$ cat src/rtl/pci_xlat_pkg.sv
package pci_xlat_pkg;
  // PCI command encodings used for outbound requests
  localparam logic [3:0] CMD_IO_RD  = 4'b0010;
  localparam logic [3:0] CMD_IO_WR  = 4'b0011;
  localparam logic [3:0] CMD_CFG_RD = 4'b1010;
  localparam logic [3:0] CMD_CFG_WR = 4'b1011;

  // control-region offsets
  localparam logic [15:0] OFS_CFG_TGT  = 16'h0004;
  localparam logic [15:0] OFS_CFG_DATA = 16'h0008;
  localparam logic [15:0] OFS_IO_BASE  = 16'h0010;

  typedef enum logic [1:0] {
    SQ_IDLE = 2'd0,
    SQ_WAIT = 2'd1,
    SQ_RESP = 2'd2
  } seq_state_e;
endpackage

$ cat src/rtl/pci_xlat_regs.sv
module pci_xlat_regs
  import pci_xlat_pkg::*;
#(
  parameter int DW     = 32,
  parameter int WIN_AW = 16
) (
  input  logic              clk,
  input  logic              rst_n,
  input  logic              wr_take,
  input  logic [WIN_AW-1:0] ofs,
  input  logic [DW/8-1:0]   be,
  input  logic [DW-1:0]     wdata,
  output logic [DW-1:0]     cfg_tgt,
  output logic [DW-1:0]     io_base,
  output logic [DW-1:0]     rd_data
);
  localparam int BW = DW / 8;
  localparam logic [DW-1:0] CFG_KEEP = {{(DW-2){1'b1}}, 2'b00};
  localparam logic [DW-1:0] IO_KEEP  = {{(DW-WIN_AW){1'b1}}, {WIN_AW{1'b0}}};

  logic [DW-1:0] lane_mask;
  logic [DW-1:0] cfg_q, cfg_d, io_q, io_d;
  logic          cfg_en, io_en;

  for (genvar g = 0; g < BW; g++) begin : g_lane
    assign lane_mask[8*g +: 8] = {8{be[g]}};
  end

  always_comb begin
    cfg_en = wr_take && (ofs == OFS_CFG_TGT[WIN_AW-1:0]);
    io_en  = wr_take && (ofs == OFS_IO_BASE[WIN_AW-1:0]);
    cfg_d  = ((cfg_q & ~lane_mask) | (wdata & lane_mask)) & CFG_KEEP;
    io_d   = ((io_q  & ~lane_mask) | (wdata & lane_mask)) & IO_KEEP;
  end

  always_ff @(posedge clk or negedge rst_n) begin
    if (!rst_n) begin
      cfg_q <= '0;
      io_q  <= '0;
    end else begin
      if (cfg_en) cfg_q <= cfg_d;
      if (io_en)  io_q  <= io_d;
    end
  end

  always_comb begin
    unique case (ofs)
      OFS_CFG_TGT[WIN_AW-1:0]: rd_data = cfg_q;
      OFS_IO_BASE[WIN_AW-1:0]: rd_data = io_q;
      default:                 rd_data = '0;
    endcase
  end

  assign cfg_tgt = cfg_q;
  assign io_base = io_q;


  cfg_low_zero_chk: assert property (@(posedge clk) disable iff (!rst_n)
    cfg_en |=> (cfg_tgt[1:0] == 2'b00));
endmodule

$ cat src/rtl/pci_xlat_decode.sv
module pci_xlat_decode
  import pci_xlat_pkg::*;
#(
  parameter int DW     = 32,
  parameter int WIN_AW = 16
) (
  input  logic              sel_reg,
  input  logic              we,
  input  logic [WIN_AW-1:0] ofs,
  input  logic [DW-1:0]     cfg_tgt,
  input  logic [DW-1:0]     io_base,
  output logic              needs_pci,
  output logic [3:0]        cmd,
  output logic [DW-1:0]     addr
);
  logic is_cfg_data;

  always_comb begin
    is_cfg_data = sel_reg && (ofs == OFS_CFG_DATA[WIN_AW-1:0]);
    needs_pci   = !sel_reg || is_cfg_data;
    if (sel_reg) begin
      cmd  = we ? CMD_CFG_WR : CMD_CFG_RD;
      addr = cfg_tgt;
    end else begin
      cmd  = we ? CMD_IO_WR : CMD_IO_RD;
      addr = {io_base[DW-1:WIN_AW], ofs};
    end
  end
endmodule

$ cat src/rtl/pci_xlat_seq.sv
module pci_xlat_seq
  import pci_xlat_pkg::*;
#(
  parameter int DW = 32
) (
  input  logic            clk,
  input  logic            rst_n,
  input  logic            cpu_req,
  input  logic            needs_pci,
  input  logic [3:0]      cmd_in,
  input  logic [DW-1:0]   addr_in,
  input  logic [DW/8-1:0] be_in,
  input  logic [DW-1:0]   wdata_in,
  input  logic [DW-1:0]   reg_rdata,
  input  logic            pci_ack,
  input  logic [DW-1:0]   pci_rdata,
  output logic            take,
  output logic            cpu_ready,
  output logic [DW-1:0]   cpu_rdata,
  output logic            pci_req_valid,
  output logic [3:0]      pci_cmd,
  output logic [DW-1:0]   pci_addr,
  output logic [DW/8-1:0] pci_be,
  output logic [DW-1:0]   pci_wdata
);
  seq_state_e st_q, st_d;
  logic       issue_en, reg_done_en, ack_en;

  always_comb begin
    take        = (st_q == SQ_IDLE) && cpu_req;
    issue_en    = take && needs_pci;
    reg_done_en = take && !needs_pci;
    ack_en      = (st_q == SQ_WAIT) && pci_ack;
    st_d        = st_q;
    unique case (st_q)
      SQ_IDLE: if (take) st_d = needs_pci ? SQ_WAIT : SQ_RESP;
      SQ_WAIT: if (pci_ack) st_d = SQ_RESP;
      SQ_RESP: st_d = SQ_IDLE;
      default: st_d = SQ_IDLE;
    endcase
  end

  always_ff @(posedge clk or negedge rst_n) begin
    if (!rst_n) st_q <= SQ_IDLE;
    else        st_q <= st_d;
  end

  always_ff @(posedge clk or negedge rst_n) begin
    if (!rst_n) begin
      pci_cmd   <= '0;
      pci_addr  <= '0;
      pci_be    <= '0;
      pci_wdata <= '0;
    end else if (issue_en) begin
      pci_cmd   <= cmd_in;
      pci_addr  <= addr_in;
      pci_be    <= be_in;
      pci_wdata <= wdata_in;
    end
  end

  always_ff @(posedge clk or negedge rst_n) begin
    if (!rst_n)           cpu_rdata <= '0;
    else if (reg_done_en) cpu_rdata <= reg_rdata;
    else if (ack_en)      cpu_rdata <= pci_rdata;
  end

  assign pci_req_valid = (st_q == SQ_WAIT);
  assign cpu_ready     = (st_q == SQ_RESP);


  req_hold_chk: assert property (@(posedge clk) disable iff (!rst_n)
    (pci_req_valid && !pci_ack) |=> (pci_req_valid && $stable(pci_cmd) &&
      $stable(pci_addr) && $stable(pci_be) && $stable(pci_wdata)));

  ack_resp_chk: assert property (@(posedge clk) disable iff (!rst_n)
    (pci_req_valid && pci_ack) |=> (cpu_ready && !pci_req_valid));

  ready_pulse_chk: assert property (@(posedge clk) disable iff (!rst_n)
    cpu_ready |=> !cpu_ready);

  one_out_chk: assert property (@(posedge clk) disable iff (!rst_n)
    !(cpu_ready && pci_req_valid));

  no_reissue_chk: assert property (@(posedge clk) disable iff (!rst_n)
    cpu_ready |=> !pci_req_valid);
endmodule

$ cat src/rtl/pci_out_xlat.sv
module pci_out_xlat
  import pci_xlat_pkg::*;
#(
  parameter int DW     = 32,
  parameter int WIN_AW = 16
) (
  input  logic              clk,
  input  logic              rst_n,
  input  logic              cpu_req,
  input  logic              cpu_sel_reg,
  input  logic              cpu_we,
  input  logic [WIN_AW-1:0] cpu_addr,
  input  logic [DW/8-1:0]   cpu_be,
  input  logic [DW-1:0]     cpu_wdata,
  output logic [DW-1:0]     cpu_rdata,
  output logic              cpu_ready,
  output logic              pci_req_valid,
  output logic [3:0]        pci_cmd,
  output logic [DW-1:0]     pci_addr,
  output logic [DW/8-1:0]   pci_be,
  output logic [DW-1:0]     pci_wdata,
  input  logic              pci_ack,
  input  logic [DW-1:0]     pci_rdata
);
  logic          take, needs_pci, reg_wr_take;
  logic [3:0]    dec_cmd;
  logic [DW-1:0] dec_addr, cfg_tgt, io_base, reg_rdata;

  assign reg_wr_take = take && cpu_sel_reg && cpu_we;

  pci_xlat_regs #(.DW(DW), .WIN_AW(WIN_AW)) i_regs (
    .clk(clk), .rst_n(rst_n), .wr_take(reg_wr_take), .ofs(cpu_addr),
    .be(cpu_be), .wdata(cpu_wdata), .cfg_tgt(cfg_tgt), .io_base(io_base),
    .rd_data(reg_rdata)
  );

  pci_xlat_decode #(.DW(DW), .WIN_AW(WIN_AW)) i_dec (
    .sel_reg(cpu_sel_reg), .we(cpu_we), .ofs(cpu_addr), .cfg_tgt(cfg_tgt),
    .io_base(io_base), .needs_pci(needs_pci), .cmd(dec_cmd), .addr(dec_addr)
  );

  pci_xlat_seq #(.DW(DW)) i_seq (
    .clk(clk), .rst_n(rst_n), .cpu_req(cpu_req), .needs_pci(needs_pci),
    .cmd_in(dec_cmd), .addr_in(dec_addr), .be_in(cpu_be), .wdata_in(cpu_wdata),
    .reg_rdata(reg_rdata), .pci_ack(pci_ack), .pci_rdata(pci_rdata),
    .take(take), .cpu_ready(cpu_ready), .cpu_rdata(cpu_rdata),
    .pci_req_valid(pci_req_valid), .pci_cmd(pci_cmd), .pci_addr(pci_addr),
    .pci_be(pci_be), .pci_wdata(pci_wdata)
  );


  cfg_align_chk: assert property (@(posedge clk) disable iff (!rst_n)
    (pci_req_valid && pci_cmd[3]) |-> (pci_addr[1:0] == 2'b00));

  io_cmd_chk: assert property (@(posedge clk) disable iff (!rst_n)
    (pci_req_valid && !pci_cmd[3]) |-> (pci_cmd[3:1] == 3'b001));
endmodule

$ cat config.mk
export PLATFORM = sky130hd
export DESIGN_NAME = pci_out_xlat
export DESIGN_NICKNAME = d
export VERILOG_FILES = /design/src/rtl/pci_xlat_pkg.sv /design/src/rtl/pci_xlat_regs.sv /design/src/rtl/pci_xlat_decode.sv /design/src/rtl/pci_xlat_seq.sv /design/src/rtl/pci_out_xlat.sv
export SDC_FILE = /design/constraint.sdc
export NUM_CORES = 1
export LEC_CHECK = 0
export ABC_AREA = 1
export BUFFER_PORTS_ARGS = -buffer_cell sky130_fd_sc_hd__buf_2
export CORE_UTILIZATION = 47
export DETAILED_ROUTE_END_ITERATION = 8
export GPL_TIMING_DRIVEN = 0
export PLACE_DENSITY_LB_ADDON = 0.2
export SYNTH_ARGS = -nofsm -noshare
export SYNTH_HDL_FRONTEND = slang
export SYNTH_SLANG_ARGS = --single-unit
$ cat constraint.sdc
create_clock -name clk -period 1.39 [get_ports clk]
set_input_delay 0.0695 -clock clk [delete_from_list [all_inputs] [get_ports clk]]
set_output_delay 0.0695 -clock clk [all_outputs]
set_load 0.005 [all_outputs]
* Word level (Yosys, flattened, before mapping)
Index checks and enable logic that the tools add are counted.
Storage, ports and cells: register bits after elaboration 152, input port bits 90, output and inout bits 106, word-level logic and storage cells 47
Cells by class: equal/unequal tests 7, mux-type cells 11, bitwise logic cells 6, reduce and logical (&&, ||, !) cells 15
Operators by type and width (count):
- $and 32x32->32 | 3
- $mux 32 | 3
- $or 32x32->32 | 2
- $pmux 32 s2 | 1
- $not 32->32 | 1
- $eq 16x3->1 const B | 1
- $eq 16x4->1 const B | 1
- $eq 16x5->1 const B | 1
- $logic_and 1x1->1 | 9
- $mux 2 | 3
- $mux 4 | 1
- $pmux 2 s2 | 1
- $eq 2x1->1 const B | 1
- $eq 2x2->1 const B | 1
- $logic_not 1->1 | 2
- $logic_not 2->1 | 1
- $mux 1 | 2
- $ne 2x1->1 const B | 1
- $ne 2x2->1 const B | 1
- $reduce_and 2->1 | 1
- $reduce_bool 2->1 | 1
- $logic_or 1x1->1 | 1

* Depth between registers and ports, before layout
Gate-level depths: netlist of the first run.
depth in word-level cells 6, depth in mapped cells 11, mapped depth without buffers 9

* Modules after synthesis
A second synthesis of the first run with hierarchy kept.
Second synthesis, totals: cell total of the unflattened synthesis 995, area, all modules 8040.2 µm²
By module, submodules not included:
- pci_xlat_seq | times used 1, cells an instance 604, area an instance 4918.5 µm², seq. area each 2652.5 µm²
- pci_xlat_regs | times used 1, cells an instance 328, area an instance 2481.1 µm², seq. area each 1151.1 µm²
- pci_xlat_decode | times used 1, cells an instance 60, area an instance 626.9 µm², seq. area each 0.0 µm²
- pci_out_xlat | times used 1, cells an instance 3, area an instance 13.8 µm², seq. area each 0.0 µm²

* Worst setup path before layout of the first run
No wires, ideal clock.
kind reg-to-reg, start register i_seq.st_q[1], end register (tool-made name), setup time 0.121 ns, data arrival time 1.317 ns, data required time 1.269 ns, setup slack -0.048 ns, cell stages (with the launch flop) 10, path buffers 1, clock period less this slack 1.438 ns, cell sequence dfrtp_1 -> inv_1 -> nand3_1 -> nor2_2 -> nand2_1 -> nor2_2 -> nand2_2 -> buf_2 -> nand2_1 -> o21ai_1
RTL lines:
- from (decl) | line pci_xlat_seq.sv:26 | seq_state_e st_q, st_d;
- from (signal assigned) | line pci_xlat_seq.sv:45 | else st_q <= st_d;

==> out/qor.yml, run 1 <==
outcome:
  status: "finished with violations"
  violations: "negative setup slack"
timing:
  fin_ws_ns: -0.283
  hold_violations: 0
  tightestPinTransition_ns: 0.684
  max_freq_ghz: 0.598
  slew_viol_final: 0
  relSlewSlack: 0.544
  finalCritPeriodShare: 1.20
  post-route-min-period_ns: 1.67
  rsz0062_at_grt: "true"
  setup_viol: 150
  fin_worst_skew_ns: 0.00973
setup_path:
  path_cells: "inv_2 > nand3_4 > nor2_4 > nand2_4 > buf_6 > nor2_4 > nand2_4 > buf_6 > nand2_2 > o21ai_1"
  slowest_delay_ns: 0.43
  crit_type: "register to register"
  path_delay_family: "simple AND/OR/NAND/NOR gates"
  cp_slowest_cell: "dfrtp_2"
  critPathRequiredTime_ns: 1.70
  cp.buffers_inverters: 3
  critPathArrivalTime_ns: 1.98
  setup.worst_path.end_class: "register"
  path_max_fanout: 6
  critPathLaunchType: "register"
floorplanning:
  coreArea_sq_mm: 0.0139
  row_count: 43
  dieHeight_microns: 122
  initial_core_util: 0.483
  die-area_sq_mm: 0.0148
  fp.dieW_microns: 122
  io_pins: 196
flow_run:
  maxCapViolations: 0
power:
  design_power_total_w: 0.0136
  p_int_w: 0.00978
  power.switching_w: 0.00387
  p_comb_frac: 0.232
  pwr_density_cell_mw_per_mm2: 1280
  power_frac_seq: 0.411
  p_clk_frac: 0.357
  switching_share: 0.284
  peakVddDrop_mv: 0.963
  static-leakage-power_nw: 5.49
hold_path:
  hold_class: "primary input to register"
grt:
  grt_use_met2: 0.487
  grt_max_degree: 82
  top_usage_layer: "met2"
  antenna_found_initial: 0
  grt_use_met3: 0.0604
  grtUsageMet1: 0.388
  grt-ovfl-total: 0
  grt_pass1_vias: 6511
  grt_usage: 0.300
  grt_first_pass_wirelength_mm: 33.2
detailed_routing:
  vias: 6920
  drc: 0
  routed_wirelength_mm: 23.3
  post_drt_via_cell_ratio: 5.34
  drtPass1Iterations: 5
  final_antenna_net_count: 0
  wl_per_cell_microns: 18.0
  drtIter0Drc: 504
place:
  place_congestion: 0.800
  place_area_sq_mm: 0.00798
  place.port_buffers: 194
  hpwl_mm: 13.9
finish:
  nNetsFinal: 1193
  area_delta_synth_final_pct: 58.1
  final_common_cell: "buf_2"
  multi_input_area_sq_mm: 0.00285
  final_cell_mix: "205 x buf_2, 187 x nand2_1, 150 x dfrtp_1, 78 x dlygate4sd3_1"
  seqCellArea_sq_mm: 0.00378
  design_area_sq_mm: 0.0106
  fillers: 909
  drive_above_1_share: 0.373
clock_network:
  cts_htree_levels: 4
  cts_root_buf: "clkbuf_16"
  cts_buffer_depth: 2
  cts_tree: "built"
  numCtsBuffers: 17
  insertion_delay_ns: 0.44
  clk_pin_slew_ns: 0.06
  clock-sinks: 151
synthesis:
  synth_cell_types: 23
  netlist.area_leader.share: 0.561
  synth_warnings: 0
  synth_area_per_cell_sq_um: 8.81
  synth_seq_area_share: 0.561
  synth_area_leaders: "dfrtp_1 56%, nand2_1 13%, o21ai_1 7.8%, nand3_1 5.8%, mux2i_1 4.2%"
  syn_nets: 854
  syn_area_sq_mm: 0.00673
  syn-instance-count: 764
  synth_seq_cells: 151
  synth_area_leader_cell: "dfrtp_1"
per-layer routing:
layer / routed length (microns) / up-vias
met5: 0 / -
met4: 850 / 0
met3: 1370 / 68
met2: 11600 / 322
met1: 9460 / 3362
li1: - / 3168
cell usage after synthesis:
cell / instances
a21oi_2: 1
buf_1: 3
buf_2: 17
buf_4: 3
buf_6: 11
clkbuf_1: 7
clkinv_1: 1
conb_1: 1
dfrtp_1: 151
inv_1: 62
inv_2: 2
mux2i_1: 28
nand2_1: 236
nand2_2: 8
nand2_4: 2
nand3_1: 78
nor2_1: 11
nor2_2: 3
nor2_4: 5
o21ai_0: 26
o21ai_1: 105
o21ai_2: 2
o31ai_1: 1
worst min-delay path, cell delays in order:
cell and delay, ns:
buf_2 0.10, inv_1 0.04, o21ai_0 0.07, nand2_1 0.08
nand2_1 0.05
power groups by stage:
stage | Clock [W] | Sequential (W) | Combinational, W
after floorplan | 0 | 0.00570 | 0.00107
after global placement | 0 | 0.00562 | 0.00247
after detailed placement | 0 | 0.00564 | 0.00252
after CTS | 0.00488 | 0.00558 | 0.00281
after global routing | 0.00508 | 0.00570 | 0.00347
final | 0.00487 | 0.00561 | 0.00316
cells by family after synthesis:
kind of cell	Yosys count	synth area share
AOI/OAI and AO/OA	135	0.102
buffers and inverters	106	0.0762
DFF	151	0.561
muxes	28	0.0416
other	1	0.000557
and+or+nand+nor	343	0.218
through the flow:
step	TNS, ns	util	setup WS, ns	hold slack [ns]	cells
after floorplan	-0.0159	-	-0.00397	-0.226	764
after global placement	-342.18	0.570	-1.99	0.265	1138
after detailed placement	-43.47	0.573	-0.364	0.129	1139
after CTS	-20.66	0.705	-0.229	0.00151	1268
after global routing	-33.17	0.763	-0.328	0.0243	1296
final	-24.45	0.763	-0.283	0.00785	1297
final cells by class:
cell class	count	area share
tap	180	0.0212
antenna	1	0.000235
buffer	41	0.0401
sequential	151	0.355
clock buffer	25	0.0475
timing repair buffer	319	0.232
multi-input combinational	508	0.268
clock inverter	7	0.0108
inverter	65	0.0246
worst paths after layout:
kind                                        to  slack [ns]           startpoint  cells past startpoint
setup / recovery                      register       -0.28        i_seq.st_q[1]                     10
hold / removal             i_seq.cpu_rdata[30]       0.008        pci_rdata[30]                      5
setup reg to reg                      register       -0.28        i_seq.st_q[1]                     10
hold reg to reg            i_seq.cpu_rdata[12]        0.47  i_seq.cpu_rdata[12]                      2
max in group asynchronous        i_seq.st_q[1]        0.32                rst_n                      3
min in group asynchronous  i_seq.pci_wdata[28]        0.20                rst_n                      2
timing repair:
action,CTS,global route
setup buffers,14,15
endpoints found under the setup margin,151,151
hold buffers,78,0
pin swaps,8,11
gates resized for setup,78,107
hold endpoints to repair,193,0
gates cloned,5,13
Power figures use the tool's default switching activity.
==> run 2: changes to the inputs <==
- SKIP_LAST_GASP: not set -> 1
==> run 2 against run 1 <==
Compared with the run above: the flow still finishes with violations (negative setup slack); hold slack got worse by 0.0039 ns; clock power about the same; combinational power about the same; sequential cell count unchanged; worst setup slack improved by 0.0076 ns; maximum frequency increased by 0.46%; global-route usage about the same; power about the same; register-to-register slack about the same.
==> out/qor.yml, run 2 (synthesis gave the netlist of run 1 again) <==
outcome:
  status: "finished with violations"
  violations: "negative setup slack"
clock_network:
  cts_tree: "built"
  clk_pin_slew_ns: 0.06  # about the same
  cts_root_buf: "clkbuf_16"
  numCtsBuffers: 17  # unchanged
  clock-sinks: 151  # unchanged
  cts_buffer_depth: 2  # unchanged
  cts_htree_levels: 4  # unchanged
  insertion_delay_ns: 0.44  # about the same
timing:
  max_freq_ghz: 0.600  # +0.46%
  relSlewSlack: 0.548  # +0.00409
  rsz0062_at_grt: "true"
  fin_ws_ns: -0.275  # +0.00759 ns
  fin_worst_skew_ns: 0.0105  # +0.000737 ns
  setup_viol: 151  # +0.67%
  hold_violations: 0  # unchanged
  post-route-min-period_ns: 1.67  # -0.00759 ns
  tightestPinTransition_ns: 0.678  # -0.00613 ns
  finalCritPeriodShare: 1.20  # -0.00546
  slew_viol_final: 0  # unchanged
detailed_routing:
  drtPass1Iterations: 5  # unchanged
  vias: 6905  # -0.22%
  final_antenna_net_count: 0  # unchanged
  drtIter0Drc: 489  # -3.0%
  drc: 0  # unchanged
  wl_per_cell_microns: 18.0  # about the same
  post_drt_via_cell_ratio: 5.32  # -0.22%
  routed_wirelength_mm: 23.3  # about the same
finish:
  instances_no_fill: 1297  # unchanged
  final_cell_mix: "205 x buf_2, 189 x nand2_1, 150 x dfrtp_1, 78 x dlygate4sd3_1"
  area_delta_synth_final_pct: 58.0  # about the same
  drive_above_1_share: 0.371  # -0.00179
  multi_input_area_sq_mm: 0.00285  # -0.18%
  seqCellArea_sq_mm: 0.00378  # unchanged
  nNetsFinal: 1193  # unchanged
  final_common_cell: "buf_2"
  fillers: 910  # +0.11%
setup_path:
  cp_num_cells: 10  # unchanged
  cp_slowest_cell: "dfrtp_2"
  critPathLaunchType: "register"
  path_cells: "inv_2 > nand3_4 > nor2_4 > nand2_4 > buf_6 > nor2_4 > nand2_4 > buf_6 > nand2_2 > o21ai_1"
  path_delay_family: "simple AND/OR/NAND/NOR gates"
  cp.buffers_inverters: 3  # unchanged
  critPathArrivalTime_ns: 1.98  # about the same
  reg2regPathDepth: 10  # unchanged
  setup.worst_path.end_class: "register"
  path_max_fanout: 6  # unchanged
  slowest_delay_ns: 0.44  # about the same
  crit_type: "register to register"
  critPathRequiredTime_ns: 1.71  # about the same
floorplanning:
  initial_core_util: 0.483  # unchanged
  io_pins: 196  # unchanged
  fp.dieW_microns: 122  # unchanged
  coreArea_sq_mm: 0.0139  # unchanged
  dieHeight_microns: 122  # unchanged
  row_count: 43  # unchanged
  die-area_sq_mm: 0.0148  # unchanged
power:
  p_comb_frac: 0.232  # about the same
  peakVddDrop_mv: 0.973  # +0.97%
  pwr_density_cell_mw_per_mm2: 1280  # about the same
  switching_share: 0.284  # +0.000643
  static-leakage-power_nw: 5.49  # about the same
  p_int_w: 0.00977  # about the same
  power.switching_w: 0.00388  # +0.28%
  p_clk_frac: 0.358  # about the same
  power_frac_seq: 0.411  # about the same
place:
  placed_cells: 1139  # unchanged
  hpwl_mm: 13.9  # unchanged
  place_congestion: 0.800  # unchanged
  place.port_buffers: 194  # unchanged
  dp_slack_ns: -0.364  # unchanged
grt:
  grt_pass1_vias: 6514  # +0.046%
  antenna_found_initial: 0  # unchanged
  grt_max_degree: 82  # unchanged
  grt-ovfl-total: 0  # unchanged
  grt_first_pass_wirelength_mm: 33.2  # about the same
  grt_usage: 0.301  # about the same
flow_run:
  maxCapViolations: 0  # unchanged
hold_path:
  hold_path_depth: 5  # unchanged
  hold_class: "primary input to register"
-- run 2: cell counts in the layout (fill, tap and decap cells not counted) --
No cell type changed its count.
-- run 2: cell type report --
cell class | count | share of cell area
sequential | 151 | 0.355
clock inverter | 7 | 0.0108
buffer | 41 | 0.0401
inverter | 65 | 0.0246
multi-input combinational | 508 | 0.268
antenna | 1 | 0.000235
timing repair buffer | 319 | 0.232
tap | 180 | 0.0212
clock buffer | 25 | 0.0475
-- run 2: repair_timing --
action	CTS	global route
setup endpoints to repair	151	151
gates resized for setup	77	106
hold buffers	78	0
endpoints found under the hold margin	193	0
pin swaps	8	11
cloned	5	13
buffers inserted	14	15
-- run 2: routing by layer --
metal	track usage	up-vias	share of wire
met1	0.388	3379	0.41
li1	-	3170	-
met3	0.0604	62	0.059
met5	0	-	0
met4	0.140	0	0.033
met2	0.488	294	0.50
-- run 2: power by group through the flow --
| stage | Clock, W | Sequential, W | Combinational, W |
|---|---|---|---|
| 2_1_floorplan | 0 | 0.00570 | 0.00107 |
| 3_3_place_gp | 0 | 0.00562 | 0.00247 |
| 3_5_place_dp | 0 | 0.00564 | 0.00252 |
| 4_1_cts | 0.00488 | 0.00558 | 0.00281 |
| 5_1_grt | 0.00508 | 0.00570 | 0.00347 |
| 6_report | 0.00489 | 0.00561 | 0.00316 |
-- run 2: worst reg2reg max path, stage by stage (launching register included) --
cell	delay (ns)
dfrtp_2	0.44
inv_2	0.09
nand3_4	0.09
nor2_4	0.14
nand2_4	0.08
buf_6	0.12
nor2_4	0.17
nand2_4	0.14
buf_6	0.16
nand2_2	0.05
o21ai_1	0.07
-- run 2: worst paths after layout --
path | startpoint | endpoint | slack [ns]
worst max-delay path | i_seq.st_q[1] | register | -0.28
worst min-delay path | pci_rdata[30] | i_seq.cpu_rdata[30] | 0.004
worst max register to register | i_seq.st_q[1] | register | -0.28
worst min register to register | i_seq.pci_addr[1] | i_seq.pci_addr[1] | 0.47
max in group asynchronous | rst_n | i_seq.pci_addr[17] | 0.35
min in group asynchronous | rst_n | i_seq.pci_wdata[28] | 0.20
-- run 2: per-stage QoR --
stage               total power (W)  utilization  cell area, sq um  hold slack [ns]  TNS, ns
CTS                          0.0133        0.705              9820          0.00151   -20.66
finish                       0.0137        0.763             10600          0.00391   -25.39
global placement            0.00809        0.570              7950            0.265  -342.18
global route                 0.0142        0.763             10600           0.0243   -33.18
floorplan                   0.00677            -              6750           -0.226  -0.0159
detailed placement          0.00816        0.573              7980            0.129   -43.47
==> run 3: changes to the inputs <==
- BUFFER_PORTS_ARGS: -buffer_cell sky130_fd_sc_hd__buf_2 -> not set
- CORE_UTILIZATION: 47 -> 50
- DONT_BUFFER_PORTS: not set -> 1
==> run 3 against run 2 <==
Compared with the run above: the run ends with negative hold slack, negative setup slack left; clock skew shrank 0.0021 ns; core utilization is 5.1 points lower; combinational power shrank 43%; maximum frequency is 1.3% higher; power decreased by 7.7%; cell count shrank 16%; largest power group unchanged.
==> out/qor.yml, run 3 (synthesis gave the netlist of run 1 again) <==
setup_path:
  timing.critical_path.from: "i_seq.st_q[1]"
  setup.worst_path.end_class: "register"
  r2r-start: "i_seq.st_q[1]"
  reg2regPathDepth: 10  # unchanged
  critPathRequiredTime_ns: 1.71  # about the same
  crit_type: "register to register"
  path_max_fanout: 5  # -1
  critPathArrivalTime_ns: 1.96  # -0.02 ns
  critPathLaunchType: "register"
  reg2reg_slack_ns: -0.25  # +0.02 ns
grt:
  grt-ovfl-total: 0  # unchanged
  grt_max_degree: 152  # +85%
  antenna_found_initial: 0  # unchanged
  grt_pass1_vias: 6377  # -2.1%
  grt_first_pass_wirelength_mm: 34.2  # +3.1%
  grt_usage: 0.324  # +0.0239
power:
  peakVddDrop_mv: 0.928  # -4.6%
  pwr_density_cell_mw_per_mm2: 1340  # +4.5%
  static-leakage-power_nw: 4.49  # -18%
detailed_routing:
  post_drt_via_cell_ratio: 5.64  # +5.9%
  drtPass1Iterations: 5  # unchanged
  drc: 0  # unchanged
  final_antenna_net_count: 0  # unchanged
  wl_per_cell_microns: 20.4  # +14%
  vias: 6139  # -11%
  routed_wirelength_mm: 22.3  # -4.6%
  drtIter0Drc: 526  # +7.6%
floorplanning:
  io_pins: 196  # unchanged
  dieHeight_microns: 118  # -3.0%
  fp.dieW_microns: 118  # -3.0%
  initial_core_util: 0.510  # +0.0273
  coreArea_sq_mm: 0.0132  # -5.3%
  die-area_sq_mm: 0.0139  # -5.9%
  row_count: 42  # -2.3%
timing:
  hold_violations: 193  # +193
  fin_ws_ns: -0.254  # +0.0214 ns
  slew_viol_final: 0  # unchanged
  rsz0062_at_grt: "true"
  finalCritPeriodShare: 1.18  # -0.0154
  setup_viol: 149  # -1.3%
  fin_worst_skew_ns: 0.00840  # -0.00207 ns
  hold_ws_ns: -0.669  # -0.673 ns
  max_freq_ghz: 0.608  # +1.3%
  post-route-min-period_ns: 1.64  # -0.0214 ns
place:
  placed_cells: 940  # -17%
  hpwl_mm: 13.4  # -3.4%
  place_congestion: 0.839  # +4.8%
  place.port_buffers: 0  # -100%
  place_area_sq_mm: 0.00697  # -13%
finish:
  final_cell_mix: "193 x nand2_1, 151 x dfrtp_1, 83 x dlygate4sd3_1, 81 x o21ai_1, 77 x nand3_1"
  drive_above_1_share: 0.222  # -0.149
  utilization: 0.712  # -0.0508
  area_delta_synth_final_pct: 39.6
  fillers: 952  # +4.6%
  antenna_cells: 0  # -1
  design_area_sq_mm: 0.00940  # -12%
  multi_input_area_sq_mm: 0.00284  # about the same
  instances_no_fill: 1089  # -16%
  nNetsFinal: 990  # -17%
  seqCellArea_sq_mm: 0.00378  # about the same
  final_common_cell: "nand2_1"
clock_network:
  cts_buffer_depth: 2  # unchanged
  insertion_delay_ns: 0.43  # about the same
  clock-sinks: 151  # unchanged
  numCtsBuffers: 17  # unchanged
  cts_hold_buf: 84  # +7.7%
  clk_pin_slew_ns: 0.06  # about the same
  cts_htree_levels: 4  # unchanged
  cts_root_buf: "clkbuf_16"
  cts_tree: "built"
hold_path:
  hold_class: "primary input to asynchronous set/reset pin"
outcome:
  violations: "negative hold slack, negative setup slack"
  status: "finished with violations"
flow_run:
  maxCapViolations: 0  # unchanged
-- run 3: cell types whose count changed in the layout (fill, tap and decap cells not counted), sizes merged --
cell	before	now
buf	266	67
clkbuf	41	27
dlygate4sd3	78	83
clkinvlp	2	6
bufinv	3	4
diode	1	0
dlymetal6s4s	0	1
nand2	247	246
-- run 3: what timing repair did --
| action | in CTS | in global routing |
|---|---|---|
| cloned | 7 | 2 |
| buffers inserted | 17 | 7 |
| endpoints found under the setup margin | 151 | 151 |
| pin swaps | 10 | 11 |
| hold endpoints to repair | 284 | 194 |
| gates resized for setup | 110 | 72 |
-- run 3: cell type report --
cell class / count / area share
Sequential cell: 151 / 0.402
Buffer: 41 / 0.0409
Clock buffer: 20 / 0.0486
Multi-Input combinational cell: 507 / 0.303
Timing Repair Buffer: 117 / 0.136
Clock inverter: 12 / 0.0186
Tap cell: 176 / 0.0234
Inverter: 65 / 0.0278
-- run 3: power breakdown --
group	switching (W)	total [W]	internal (W)
logic	0.000986	0.00179	0.000809
registers	0.000719	0.00589	0.00517
clock network	0.00183	0.00492	0.00309
total	0.00354	0.0126	0.00907
-- run 3: worst min path at each step --
stage | start | to | slack [ns] | cells past startpoint
after detailed placement | rst_n | i_seq.pci_cmd[1] | -0.22 | 0
final | rst_n | i_seq.pci_cmd[1] | -0.67 | 0
after floorplan | rst_n | asynchronous set/reset pin | -0.23 | 0
after global routing | rst_n | i_seq.pci_cmd[1] | -0.68 | 0
after global placement | rst_n | i_seq.pci_cmd[1] | -0.22 | 0
after CTS | rst_n | i_seq.pci_cmd[1] | -0.68 | 0
-- run 3: worst max-delay path: stages (launching register included) --
cell and delay, ns:
dfrtp_1 0.43, inv_2 0.10, nand3_4 0.09, nor2_4 0.15, nand2_4 0.09, nor2_4 0.18, buf_6 0.15, nand2_8 0.08
buf_8 0.15, nand2_1 0.05, o21ai_1 0.05
-- run 3: per-layer routing --
metal	vias to the layer above	wire, microns	GRT usage
met4	0	789	0.155
met5	-	0	0
li1	2748	-	-
met2	353	11200	0.531
met3	58	1910	0.0979
met1	2980	8360	0.391
-- run 3: stage by stage --
stage	setup WS [ns]	power [W]	setup TNS (ns)	hold WS [ns]
floorplan	-0.00397	0.00677	-0.0159	-0.226
global placement	-0.371	0.00722	-39.13	-0.222
detailed placement	-0.390	0.00730	-41.58	-0.223
CTS	-0.236	0.0125	-18.30	-0.677
global route	-0.322	0.0131	-28.88	-0.683
finish	-0.254	0.0126	-20.67	-0.669
